### src/rtl/rxq_pkg.sv
package rxq_pkg;
  typedef struct packed {
    logic [31:0] id;
    logic [3:0]  dlc;
    logic [31:0] d1;
    logic [31:0] d2;
  } rxq_msg_t;

  localparam int unsigned OFS_ID  = 'h50;
  localparam int unsigned OFS_LEN = 'h54;
  localparam int unsigned OFS_D1  = 'h58;
  localparam int unsigned OFS_D2  = 'h5C;
  localparam int unsigned DLC_LSB = 28;
endpackage

### src/rtl/rxq_store.sv
module rxq_store
  import rxq_pkg::*;
#(
  parameter int unsigned DEPTH = 4
) (
  input  logic     clk_i,
  input  logic     rst_ni,
  input  logic     clr_i,
  input  logic     push_i,
  input  rxq_msg_t msg_i,
  input  logic     pop_i,
  output rxq_msg_t head_o,
  output logic     empty_o,
  output logic     acc_o,
  output logic     drop_o
);
  localparam int unsigned PTR_W = (DEPTH > 1) ? $clog2(DEPTH) : 1;
  localparam int unsigned CNT_W = $clog2(DEPTH + 1);

  rxq_msg_t         mem [DEPTH];
  logic [PTR_W-1:0] wr_ptr, rd_ptr;
  logic [CNT_W-1:0] cnt;
  logic             full, pop_ok;

  function automatic logic [PTR_W-1:0] nxt(input logic [PTR_W-1:0] p);
    return (p == PTR_W'(DEPTH - 1)) ? '0 : p + 1'b1;
  endfunction

  assign full    = (cnt == CNT_W'(DEPTH));
  assign empty_o = (cnt == '0);
  // full is judged before any same-cycle pop
  assign acc_o   = push_i & ~full & ~clr_i;
  assign drop_o  = push_i & full & ~clr_i;
  assign pop_ok  = pop_i & ~empty_o & ~clr_i;
  assign head_o  = mem[rd_ptr];

  always_ff @(posedge clk_i or negedge rst_ni) begin
    if (!rst_ni) begin
      wr_ptr <= '0;
      rd_ptr <= '0;
      cnt    <= '0;
    end else if (clr_i) begin
      wr_ptr <= '0;
      rd_ptr <= '0;
      cnt    <= '0;
    end else begin
      if (acc_o)  wr_ptr <= nxt(wr_ptr);
      if (pop_ok) rd_ptr <= nxt(rd_ptr);
      case ({acc_o, pop_ok})
        2'b10:   cnt <= cnt + 1'b1;
        2'b01:   cnt <= cnt - 1'b1;
        default: cnt <= cnt;
      endcase
    end
  end

  always_ff @(posedge clk_i) begin
    if (acc_o) mem[wr_ptr] <= msg_i;
  end

  p_cnt_bound_r5: assert property (@(posedge clk_i) disable iff (!rst_ni)
    cnt <= CNT_W'(DEPTH));
  p_drop_hold_r5: assert property (@(posedge clk_i) disable iff (!rst_ni)
    drop_o && !pop_ok |=> $stable(cnt) && $stable(wr_ptr));
  p_pop_dec_r3: assert property (@(posedge clk_i) disable iff (!rst_ni)
    pop_ok && !acc_o |=> cnt == $past(cnt) - 1'b1);
  p_both_hold_r11: assert property (@(posedge clk_i) disable iff (!rst_ni)
    pop_ok && acc_o |=> $stable(cnt));
  p_clr_empty_r9: assert property (@(posedge clk_i) disable iff (!rst_ni)
    clr_i |=> empty_o);
endmodule

### src/rtl/rxq_rdport.sv
module rxq_rdport
  import rxq_pkg::*;
#(
  parameter int unsigned ADDR_W = 8
) (
  input  logic              rd_en_i,
  input  logic [ADDR_W-1:0] addr_i,
  input  logic              empty_i,
  input  rxq_msg_t          head_i,
  output logic [31:0]       data_o,
  output logic              pop_o
);
  always_comb begin
    data_o = '0;
    if (!empty_i) begin
      if      (addr_i == ADDR_W'(OFS_ID))  data_o = head_i.id;
      else if (addr_i == ADDR_W'(OFS_LEN)) data_o = {head_i.dlc, {DLC_LSB{1'b0}}};
      else if (addr_i == ADDR_W'(OFS_D1))  data_o = head_i.d1;
      else if (addr_i == ADDR_W'(OFS_D2))  data_o = head_i.d2;
    end
  end

  // last data word retires the head
  assign pop_o = rd_en_i & ~empty_i & (addr_i == ADDR_W'(OFS_D2));
endmodule

### src/rtl/rxq_flags.sv
module rxq_flags (
  input  logic clk_i,
  input  logic rst_ni,
  input  logic acc_i,
  input  logic drop_i,
  input  logic empty_i,
  output logic rx_ok_o,
  output logic ovf_o,
  output logic not_empty_o
);
  always_ff @(posedge clk_i or negedge rst_ni) begin
    if (!rst_ni) begin
      rx_ok_o <= 1'b0;
      ovf_o   <= 1'b0;
    end else begin
      rx_ok_o <= acc_i;
      ovf_o   <= drop_i;
    end
  end

  assign not_empty_o = ~empty_i;

  p_pulse_excl_r6: assert property (@(posedge clk_i) disable iff (!rst_ni)
    !(rx_ok_o && ovf_o));
  p_ok_single_r6: assert property (@(posedge clk_i) disable iff (!rst_ni)
    acc_i |=> rx_ok_o);
endmodule

### src/rtl/can_rx_queue.sv
module can_rx_queue
  import rxq_pkg::*;
#(
  parameter int unsigned DEPTH  = 4,
  parameter int unsigned ADDR_W = 8
) (
  input  logic              clk_i,
  input  logic              rst_ni,
  input  logic              soft_rst_i,
  input  logic              msg_valid_i,
  input  logic [31:0]       msg_id_i,
  input  logic [3:0]        msg_dlc_i,
  input  logic [31:0]       msg_d1_i,
  input  logic [31:0]       msg_d2_i,
  input  logic              rd_en_i,
  input  logic [ADDR_W-1:0] rd_addr_i,
  output logic [31:0]       rd_data_o,
  output logic              rx_ok_o,
  output logic              rx_ovf_o,
  output logic              rx_not_empty_o
);
  rxq_msg_t in_msg, head;
  logic     empty, pop, acc, drop;

  assign in_msg = '{id: msg_id_i, dlc: msg_dlc_i, d1: msg_d1_i, d2: msg_d2_i};

  rxq_store #(.DEPTH(DEPTH)) u_store (
    .clk_i, .rst_ni,
    .clr_i  (soft_rst_i),
    .push_i (msg_valid_i),
    .msg_i  (in_msg),
    .pop_i  (pop),
    .head_o (head),
    .empty_o(empty),
    .acc_o  (acc),
    .drop_o (drop)
  );

  rxq_rdport #(.ADDR_W(ADDR_W)) u_rd (
    .rd_en_i,
    .addr_i (rd_addr_i),
    .empty_i(empty),
    .head_i (head),
    .data_o (rd_data_o),
    .pop_o  (pop)
  );

  rxq_flags u_flags (
    .clk_i, .rst_ni,
    .acc_i      (acc),
    .drop_i     (drop),
    .empty_i    (empty),
    .rx_ok_o    (rx_ok_o),
    .ovf_o      (rx_ovf_o),
    .not_empty_o(rx_not_empty_o)
  );

  p_empty_zero_r8: assert property (@(posedge clk_i) disable iff (!rst_ni)
    rd_en_i && !rx_not_empty_o |-> rd_data_o == '0);
  p_ok_nonempty_r7: assert property (@(posedge clk_i) disable iff (!rst_ni)
    rx_ok_o |-> rx_not_empty_o);
  p_ovf_full_r5: assert property (@(posedge clk_i) disable iff (!rst_ni)
    rx_ovf_o |-> rx_not_empty_o);
endmodule

### config.mk
export PLATFORM = sky130hd
export DESIGN_NAME = can_rx_queue
export DESIGN_NICKNAME = d
export VERILOG_FILES = /design/src/rtl/rxq_pkg.sv /design/src/rtl/rxq_store.sv /design/src/rtl/rxq_rdport.sv /design/src/rtl/rxq_flags.sv /design/src/rtl/can_rx_queue.sv
export SDC_FILE = /design/constraint.sdc
export NUM_CORES = 1
export LEC_CHECK = 0
export ABC_AREA = 1
export BUFFER_PORTS_ARGS = -buffer_cell sky130_fd_sc_hd__buf_4
export CORE_MARGIN = 5
export CORE_UTILIZATION = 60
export DETAILED_ROUTE_END_ITERATION = 8
export MAX_ROUTING_LAYER = met4
export PLACE_DENSITY = 0.89
export SLEW_MARGIN = 5
export SYNTH_ARGS = -nofsm -noshare
export SYNTH_HDL_FRONTEND = slang
export SYNTH_HIERARCHICAL = 1
export SYNTH_SLANG_ARGS = --single-unit
### constraint.sdc
create_clock -name clk_i -period 9.94 [get_ports clk_i]
set_input_delay 0.994 -clock clk_i [delete_from_list [all_inputs] [get_ports clk_i]]
set_output_delay 0.994 -clock clk_i [all_outputs]
set_load 0.02 [all_outputs]
==> flow_summary.toml, run 1 <==
[timing]
finalSetupViolations = 0
slew_headroom_pct = 19.5
finalCritPeriodShare_pct = 53.6
rsz0062_at_grt = "no"
tns_ns = 0
fmax_ghz = 0.188
hold_viol_final = 0
slew_viol_final = 0
final.min_clock_period_ns = 5.32
final.setup_skew_ns = 0.00829
worst_pin_slew_ns = 1.20
holdWs_ns = 0.291

[final_layout]
seq_area_sq_um = 12200
post-route-util_pct = 69.3
drive_gt1_share_pct = 16.6
fillers = 1765
multiInputGateArea_sq_um = 3660
fin_nets = 1565
final_area_sq_um = 19100
area_delta_synth_final_pct = 14.9

[placed_design]
portBuffers = 147
place_area_sq_um = 17900
hpwl_mm = 21.5
gp_congestion = 0.866

[clock_network]
path_clk_slew_ns = 0.06
cts_buffer_depth = 3
worstSkewPairLatency_ns = 0.52
cts_hold_buf = 0
cts_setup_buffers = 0
cts.htree.levels = 2
numCtsBuffers = 40
cts_tree = "done"
root_buffer = "clkbuf_16"
ctsResizeCount = 0
cts_sinks = 409

[yosys]
async_flop_share_pct = 2.20
avgSynthCellArea_sq_um = 12.5
yosysMostFrequentCell = "edfxtp_1"
syn-num-nets = 1446
synth_edf_count = 400
syn_inst = 1328
ys_seq_elements = 409
synth.distinct_cells = 31
synth_ff_type = "edfxtp_1"
yosysTopAreaCell = "edfxtp_1"
seq_area_frac_synth_pct = 73.4
yosys-top-cells-area = "edfxtp_1, nor2_1, o22ai_1, o21ai_0, o21ai_1"
synth_common_cells = "edfxtp_1, nor2_1, nand2_1"
yosysWarnings = 6
synth.top_cell.area_share_pct = 72.1
netlist_area_sq_um = 16700

[critical_path]
cp_slowest_cell = "buf_4"
critPathKind = "flip-flop to output port"
required_ns = 8.95
startpoint_type = "flip-flop"
crit_top_cell = "nor2_1"
crit_arrival_ns = 4.33
critPathMaxFanout = 111
critPathCaptureType = "output port"
critical-path-max-stage-delay_ns = 0.89
crit_chain = "inv_6 -> buf_4 -> nor2_1 -> o22ai_1 -> inv_1 -> nor3_1 -> nor2_1 -> nor2_1 -> buf_4"

[die]
pin_count = 148
die_y_um = 177
die_w_um = 177
placementRows = 61
design.core.area_sq_um = 27600
start_util_pct = 60.3
dieArea_sq_um = 31200

[route]
dr.pass1.iters = 6
ant_nets = 0
route.vias.total = 11100
avgRoutedWirePerCell_um = 21.0
via_per_inst = 6.00
drtIter0Drc = 1559
drc = 0
wl_mm = 39.1

[global_route]
grt_pass1_wl_mm = 59.5
grt_antenna_before_repair = 6
grt_max_degree = 112
grt_pass1_vias = 11000
grtUsageTotal_pct = 25.4
overflow = 0

[pwr]
finalPower_uw = 3570
leakagePower_uw = 0.00701
ir_worst_vdd_v = 0.000151
powerDensity_nw_per_um2 = 186

[run]
maxCapViolations = 0

[status]
outcome = "finished, final reports clean"

[worst_hold_path]
hold_class = "input pin to async pin"
-- routing by layer --
metal  part of all wire (%)  global-route usage, %  vias up
met4                    2.6                   9.22        0
met5                      0                      -        -
li1                       -                      -     5012
met2                     50                   41.6      698
met1                     37                   31.8     5340
met3                     10                   5.17       98
-- per-stage QoR --
step / worst slack [ns] / instances
floorplan: 3.89 / 1328
global placement: 5.46 / 1783
detailed placement: 5.38 / 1783
CTS: 4.79 / 1851
global route: 4.43 / 1857
finish: 4.62 / 1857
-- area by class of cell --
| class | count | area share [%] |
|---|---|---|
| clock buffers | 46 | 5.46 |
| repair buffers | 157 | 6.16 |
| inverters | 78 | 1.57 |
| diodes | 6 | 0.0784 |
| multi-input cells | 761 | 19.1 |
| well taps | 378 | 2.47 |
| clock inverters | 22 | 1.20 |
| flip-flops and latches | 409 | 64.0 |
-- flip-flops by register name, summed over array words and instances (netlist names) --
register         cells
u_flags/ovf_o        1
u_flags/rx_ok_o      1
u_store/cnt          3
u_store/mem        400
u_store/rd_ptr       2
u_store/wr_ptr       2
-- worst paths after layout --
| check | slack, ns | depth (start not counted) | startpoint | to |
|---|---|---|---|---|
| worst max-delay path | 4.62 | 9 | u_store/rd_ptr[0] | rd_data_o[19] |
| worst min-delay path | 0.29 | 1 | rst_ni | u_store/wr_ptr[0] |
| worst max register to register | 6.55 | 16 | u_store/cnt[1] | u_store/cnt[2] |
| worst min register to register | 0.56 | 2 | u_store/cnt[1] | u_store/cnt[1] |
| max in group asynchronous | 9.49 | 1 | rst_ni | u_store/rd_ptr[0] |
| min in group clk_i | 0.56 | 2 | u_store/cnt[1] | u_store/cnt[1] |
-- critical path: cells and delay by family (launching register included) --
family | cells | cell delay (ns)
AOI/OAI and AO/OA | 1 | 0.20
DFF | 1 | 0.80
and+or+nand+nor | 4 | 0.64
buffers and inverters | 4 | 1.96
-- cell usage in the layout (no fill, tap or decap), types with 2 or more instances in the layout --
cell type | Yosys | final
clkbuf_1 | 25 | 5
clkinv_1 | 0 | 9
dfrtp_1 | 9 | 7
inv_1 | 71 | 70
nand2_2 | 3 | 3
edfxtp_1 | 400 | 400
nor3_1 | 4 | 4
bufinv_16 | 0 | 5
nand2_1 | 120 | 120
buf_4 | 17 | 157
nor2_2 | 6 | 6
a21oi_2 | 3 | 3
nand3_1 | 59 | 59
diode_2 | 0 | 6
ha_1 | 4 | 4
clkinv_2 | 1 | 8
clkbuf_16 | 0 | 41
nand3b_1 | 5 | 5
nor2_4 | 5 | 9
inv_2 | 6 | 5
o21ai_1 | 101 | 101
o22ai_1 | 100 | 100
clkinvlp_4 | 0 | 2
nor2_1 | 240 | 236
o21ai_0 | 103 | 103
-- report_power, final --
group          internal [uW]  total [uW]  switching, uW
Sequential              1940        1950           11.3
Combinational           48.6         141           92.0
Clock                    879        1470            596
Total                   2870        3570            699
-- cells by family after synthesis --
group                    after synthesis  share of synthesized area [%]
AO/OA/AOI/OAI                        309                           10.1
XOR/XNOR                               1                         0.0526
adder cells (fa/ha/maj)                5                          0.421
buffers and inverters                158                           4.80
flip-flops                           409                           73.4
AND/OR/NAND/NOR                      446                           11.2
No activity file was read; power rests on OpenSTA's default activity.
==> run 2: changes to the inputs <==
--- a/config.mk
+++ b/config.mk
@@ -8,10 +8,10 @@
 export ABC_AREA = 1
 export BUFFER_PORTS_ARGS = -buffer_cell sky130_fd_sc_hd__buf_4
 export CORE_MARGIN = 5
-export CORE_UTILIZATION = 60
+export CORE_UTILIZATION = 59
 export DETAILED_ROUTE_END_ITERATION = 8
 export MAX_ROUTING_LAYER = met4
-export PLACE_DENSITY = 0.89
+export PLACE_DENSITY = 0.88
 export SLEW_MARGIN = 5
 export SYNTH_ARGS = -nofsm -noshare
 export SYNTH_HDL_FRONTEND = slang
==> constraint.sdc (replaced) <==
create_clock -name clk_i -period 5.2 [get_ports clk_i]
set_input_delay 0.52 -clock clk_i [delete_from_list [all_inputs] [get_ports clk_i]]
set_output_delay 0.52 -clock clk_i [all_outputs]
set_load 0.02 [all_outputs]
==> run 2 against run 1 <==
  * Combinational power rose by 95%
  * Flip-flop and latch count stayed put
  * Setup slack worse by 3.0 ns
  * Core utilization fell by 0.65 points
  * Cell count increased by 0.38%
  * First-iteration DRC count is 11% lower
  * Wire length rose by 1.5%
  * Sequential power is 91% higher
  * Register-to-register slack worse by 4.0 ns
  * Global-route usage hardly changed
  * Critical endpoint is now rd_data_o[7]
  * Highest routed layer unchanged
==> flow_summary.toml, run 2 (synthesized netlist as in run 1, its figures left out) <==
[worst_hold_path]
hold_class = "input pin to flip-flop"

[final_layout]
final_cell_mix = "edfxtp_1, nor2_1, buf_4"
fin_nets = 1572
largest_reg_flops = 400
drive_gt1_share_pct = 16.7
top_regs = "u_store/mem x400, u_store/cnt x3"
final_common_cell = "edfxtp_1"
regMostFlops = "u_store/mem"
area_delta_synth_final_pct = 14.7
final_area_sq_um = 19100
fillers = 1828

[timing]
fmax_ghz = 0.275
rsz0062_at_grt = "no"
slew_headroom_pct = 26.2
worst_slack_ns = 1.57
worst_pin_slew_ns = 1.10
finalCritPeriodShare_pct = 69.9
finalSetupViolations = 0
holdWs_ns = 0.190
hold_viol_final = 0
final.setup_skew_ns = 0.0177
slew_viol_final = 0
final.min_clock_period_ns = 3.63

[critical_path]
critPathLaunch = "u_store/rd_ptr[1]"
cp-endpoint = "rd_data_o[7]"
startpoint_type = "flip-flop"
ff2ff_setup_slack_ns = 2.51
reg2reg_to = "u_store/cnt[2]"
ff2ff_path_depth = 15
critPathCaptureType = "output port"
required_ns = 4.68
critPathMaxFanout = 43
crit_arrival_ns = 3.11
r2r-start = "u_store/cnt[0]"
critPathKind = "flip-flop to output port"

[route]
drtIter0Drc = 1380
route.vias.total = 11100
via_per_inst = 5.95
drc = 0
ant_nets = 0
avgRoutedWirePerCell_um = 21.3
dr.pass1.iters = 6
wl_mm = 39.7

[global_route]
grt_max_degree = 105
grt_antenna_before_repair = 6
grtUsageTotal_pct = 25.3
grt_pass1_vias = 11100
overflow = 0
grt_pass1_wl_mm = 59.7

[clock_network]
cts_tree = "done"
ctsResizeCount = 0
path_clk_slew_ns = 0.06
cts.htree.levels = 2
cts_buffer_depth = 3
root_buffer = "clkbuf_16"
worstSkewPairLatency_ns = 0.53
cts_hold_buf = 1
numCtsBuffers = 40
cts_sinks = 409
cts_setup_buffers = 0

[pwr]
ir_worst_vdd_v = 0.000326
leakagePower_uw = 0.00699
finalPower_uw = 6600
powerDensity_nw_per_um2 = 345

[die]
placementRows = 61
dieArea_sq_um = 31700
die_y_um = 178
pin_count = 148
design.core.area_sq_um = 27900
die_w_um = 178
start_util_pct = 59.8

[status]
outcome = "finished, final reports clean"

[placed_design]
gp_congestion = 0.899
hpwl_mm = 22.0
portBuffers = 147
place_area_sq_um = 17900
pre_cts_slack_ns = 2.14

[run]
maxCapViolations = 0
## run 2: changes by cell type in the layout (fill, tap and decap cells not counted)
cell and delta:
bufinv_16 -4, clkbuf_1 +4, buf_12 +3, buf_4 +3, clkbuf_16 -1, clkinv_2 -1
clkinv_8 +1, clkinvlp_4 -1, dlygate4sd3_1 +1, inv_2 +1, inv_6 +1
## run 2: cell type report
type | count | area, sq um | share of cell area, %
Multi-Input combinational cell | 761 | 3660 | 19.1
Sequential cell | 409 | 12200 | 64.0
Clock inverter | 19 | 126 | 0.661
Timing Repair Buffer | 164 | 1270 | 6.65
Tap cell | 378 | 473 | 2.47
Inverter | 78 | 299 | 1.56
Antenna cell | 6 | 15.0 | 0.0785
Clock buffer | 49 | 1030 | 5.41
## run 2: worst min path at each step
stage	startpoint	to	slack (ns)	cells past startpoint
floorplan	rst_ni	u_flags/ovf_o	0.22	0
global placement	rst_ni	u_flags/ovf_o	0.35	1
detailed placement	rst_ni	u_flags/rx_ok_o	0.35	1
CTS	msg_id_i[26]	u_store/mem[3][94]	0.18	1
global route	msg_id_i[29]	u_store/mem[0][97]	0.17	1
finish	msg_id_i[25]	u_store/mem[3][93]	0.19	1
## run 2: layer usage
metal / vias up / track usage (%) / share of wire (%)
met5: - / - / 0
met4: 0 / 9.96 / 3.6
met3: 101 / 5.74 / 10
met2: 631 / 41.3 / 50
met1: 5324 / 31.1 / 36
li1: 5041 / - / -
## run 2: through the flow
stage	TNS [ns]	util (%)	cells
2_1_floorplan	-149.92	-	1328
3_3_place_gp	0	64.4	1789
3_5_place_dp	0	64.4	1789
4_1_cts	0	68.6	1858
5_1_grt	0	68.6	1864
6_report	0	68.6	1864
## run 2: critical path, stage by stage (launching register included)
cell and delay, ns:
dfrtp_2 0.40, inv_2 0.47, buf_4 0.54, o21ai_1 0.14, o22ai_1 0.19, inv_1 0.09
nor3_1 0.27, nor2_1 0.09, nor2_1 0.20, buf_4 0.19
## run 2: where the power goes
group / leakage, uW / switching, uW / internal (uW)
Sequential: 0.00375 / 20.3 / 3710
Combinational: 0.00268 / 179 / 95.8
Clock: 0.000567 / 1140 / 1460
==> run 3: changes to the inputs <==
--- a/config.mk
+++ b/config.mk
@@ -8,10 +8,10 @@
 export ABC_AREA = 1
 export BUFFER_PORTS_ARGS = -buffer_cell sky130_fd_sc_hd__buf_4
 export CORE_MARGIN = 5
-export CORE_UTILIZATION = 59
+export CORE_UTILIZATION = 54
 export DETAILED_ROUTE_END_ITERATION = 8
 export MAX_ROUTING_LAYER = met4
-export PLACE_DENSITY = 0.88
+export PLACE_DENSITY = 0.85
 export SLEW_MARGIN = 5
 export SYNTH_ARGS = -nofsm -noshare
 export SYNTH_HDL_FRONTEND = slang
==> constraint.sdc (replaced) <==
create_clock -name clk_i -period 3.2 [get_ports clk_i]
set_input_delay 0.32 -clock clk_i [delete_from_list [all_inputs] [get_ports clk_i]]
set_output_delay 0.32 -clock clk_i [all_outputs]
set_load 0.02 [all_outputs]
==> run 3 against run 2 <==
  * Wire length rose by 2.1%
  * Via count up 3.3%
  * Critical endpoint is now rd_data_o[27]
  * Setup slack worse by 1.3 ns
  * Worst hold slack worse by 0.17 ns
  * Power grew 73%
  * Cell count grew 6.9%
  * Critical path type unchanged
  * Core utilization shrank 1.6 points
==> flow_summary.toml, run 3 (synthesized netlist as in run 1, its figures left out) <==
[status]
outcome = "finished, final reports clean"

[critical_path]
crit_arrival_ns = 2.65
critPathLaunch = "u_store/rd_ptr[0]"
startpoint_type = "flip-flop"
critPathMaxFanout = 139
required_ns = 2.88
critPathCaptureType = "output port"
r2r-start = "u_store/cnt[0]"
critPathKind = "flip-flop to output port"

[pwr]
p_int_uw = 9120
seq_power_share_pct = 53.1
finalPower_uw = 11400
leakagePower_uw = 0.00756
ir_worst_vdd_v = 0.000433
p_comb_share_pct = 4.7
clock_power_share_pct = 42.1
powerDensity_nw_per_um2 = 558
p_sw_uw = 2270
switching_share_pct = 20.0

[timing]
finalSetupViolations = 0
holdWs_ns = 0.0160
worst_pin_slew_ns = 0.683
rsz0062_at_grt = "no"
slew_headroom_pct = 54.4
hold_viol_final = 0
final.setup_skew_ns = 0.0154
fmax_ghz = 0.337
finalCritPeriodShare_pct = 92.8
slew_viol_final = 0
tns_ns = 0
final.min_clock_period_ns = 2.97
worst_slack_ns = 0.231

[route]
topRoutingLayerUsed = "met4"
wl_met2_mm = 20.8
m1WireLength_mm = 15.0
via_per_inst = 5.76
drc = 0
route.vias.total = 11500
wl_met3_mm = 3.27
ant_nets = 0
dr.pass1.iters = 5
drtIter0Drc = 1121
avgRoutedWirePerCell_um = 20.3
wl_mm = 40.5

[global_route]
grt_pass1_wl_mm = 62.0
grtUsageTotal_pct = 23.8
grt_pass1_vias = 11700
grt_max_degree = 140
overflow = 0
grt_antenna_before_repair = 5

[clock_network]
path_clk_slew_ns = 0.06
root_buffer = "clkbuf_16"
cts_buffer_depth = 3
cts_setup_buffers = 0
cts_tree = "done"
ctsResizeCount = 0
cts_sinks = 409
numCtsBuffers = 41
worstSkewPairLatency_ns = 0.53
cts.htree.levels = 2

[final_layout]
final_cell_mix = "edfxtp_1, nor2_1, buf_4"
drive_gt1_share_pct = 17.3
top_regs = "u_store/mem x400, u_store/cnt x3"
seq_area_sq_um = 12200
final_common_cell = "edfxtp_1"
area_delta_synth_final_pct = 22.7
fin_nets = 1676
multiInputGateArea_sq_um = 3660
largest_reg_flops = 400
fillers = 2036
regMostFlops = "u_store/mem"

[die]
placementRows = 64
dieArea_sq_um = 34500
design.core.area_sq_um = 30500
pin_count = 148
die_w_um = 186
die_y_um = 186
start_util_pct = 54.6

[placed_design]
portBuffers = 147
gp_congestion = 0.851
hpwl_mm = 23.6
pre_cts_slack_ns = 0.767

[worst_hold_path]
hold_class = "input pin to flip-flop"
hp-start = "msg_id_i[31]"

[run]
maxCapViolations = 0
[run 3: changes by cell type in the layout (fill, tap and decap cells not counted), sizes merged]
cell	delta
buf	+18
bufinv	+4
clkbuf	+3
clkinvlp	+2
diode	-1
dlygate4sd3	+85
inv	-1
[run 3: repair_timing]
| action | in CTS | in global routing |
|---|---|---|
| endpoints found under the hold margin | 328 | 0 |
| setup endpoints to repair | 0 | 0 |
| hold buffers | 86 | 0 |
[run 3: critical path, stage by stage (launching register included)]
cell	delay [ns]
dfrtp_4	0.46
buf_12	0.42
o21ai_0	0.22
o22ai_1	0.19
inv_1	0.05
nor2_1	0.14
nand2_1	0.07
nand3_1	0.11
nand2_1	0.05
inv_1	0.11
buf_4	0.16
[run 3: final cells by class]
class	count	area share [%]
antenna	5	0.0612
clock buffer	52	5.43
clock inverter	24	1.23
inverter	78	1.47
multi-input combinational	761	17.9
sequential	409	59.9
tap	396	2.42
timing repair buffer	267	11.6
[run 3: power by group through the flow]
stage	Sequential [uW]	Clock (uW)	Combinational, uW
5_1_grt	6060	5090	585
3_5_place_dp	6170	0	443
4_1_cts	6050	4840	538
2_1_floorplan	6170	0	177
3_3_place_gp	6160	0	426
6_report	6060	4800	540
[run 3: metal layers]
metal | vias to the layer above | track usage (%)
met5 | - | -
met4 | 0 | 8.63
met3 | 105 | 3.91
met2 | 565 | 40.6
met1 | 5558 | 29.1
li1 | 5240 | -
[run 3: final timing paths]
| kind | slack, ns | to | depth (start not counted) |
|---|---|---|---|
| max in group asynchronous | 2.88 | u_store/rd_ptr[0] | 2 |
| worst min register to register | 0.55 | u_store/cnt[1] | 2 |
| min in group asynchronous | 0.16 | u_store/cnt[1] | 2 |
| worst min-delay path | 0.02 | u_store/mem[3][99] | 1 |
| worst max-delay path | 0.23 | rd_data_o[27] | 10 |
| worst max register to register | 0.79 | u_store/cnt[2] | 15 |
[run 3: metrics by stage]
step	instance area, sq um	utilization [%]	std cells
after floorplan	16700	-	1328
after global placement	18200	59.7	1825
after detailed placement	18200	59.7	1825
after CTS	20400	66.9	1987
after global routing	20400	67.0	1992
final	20400	67.0	1992
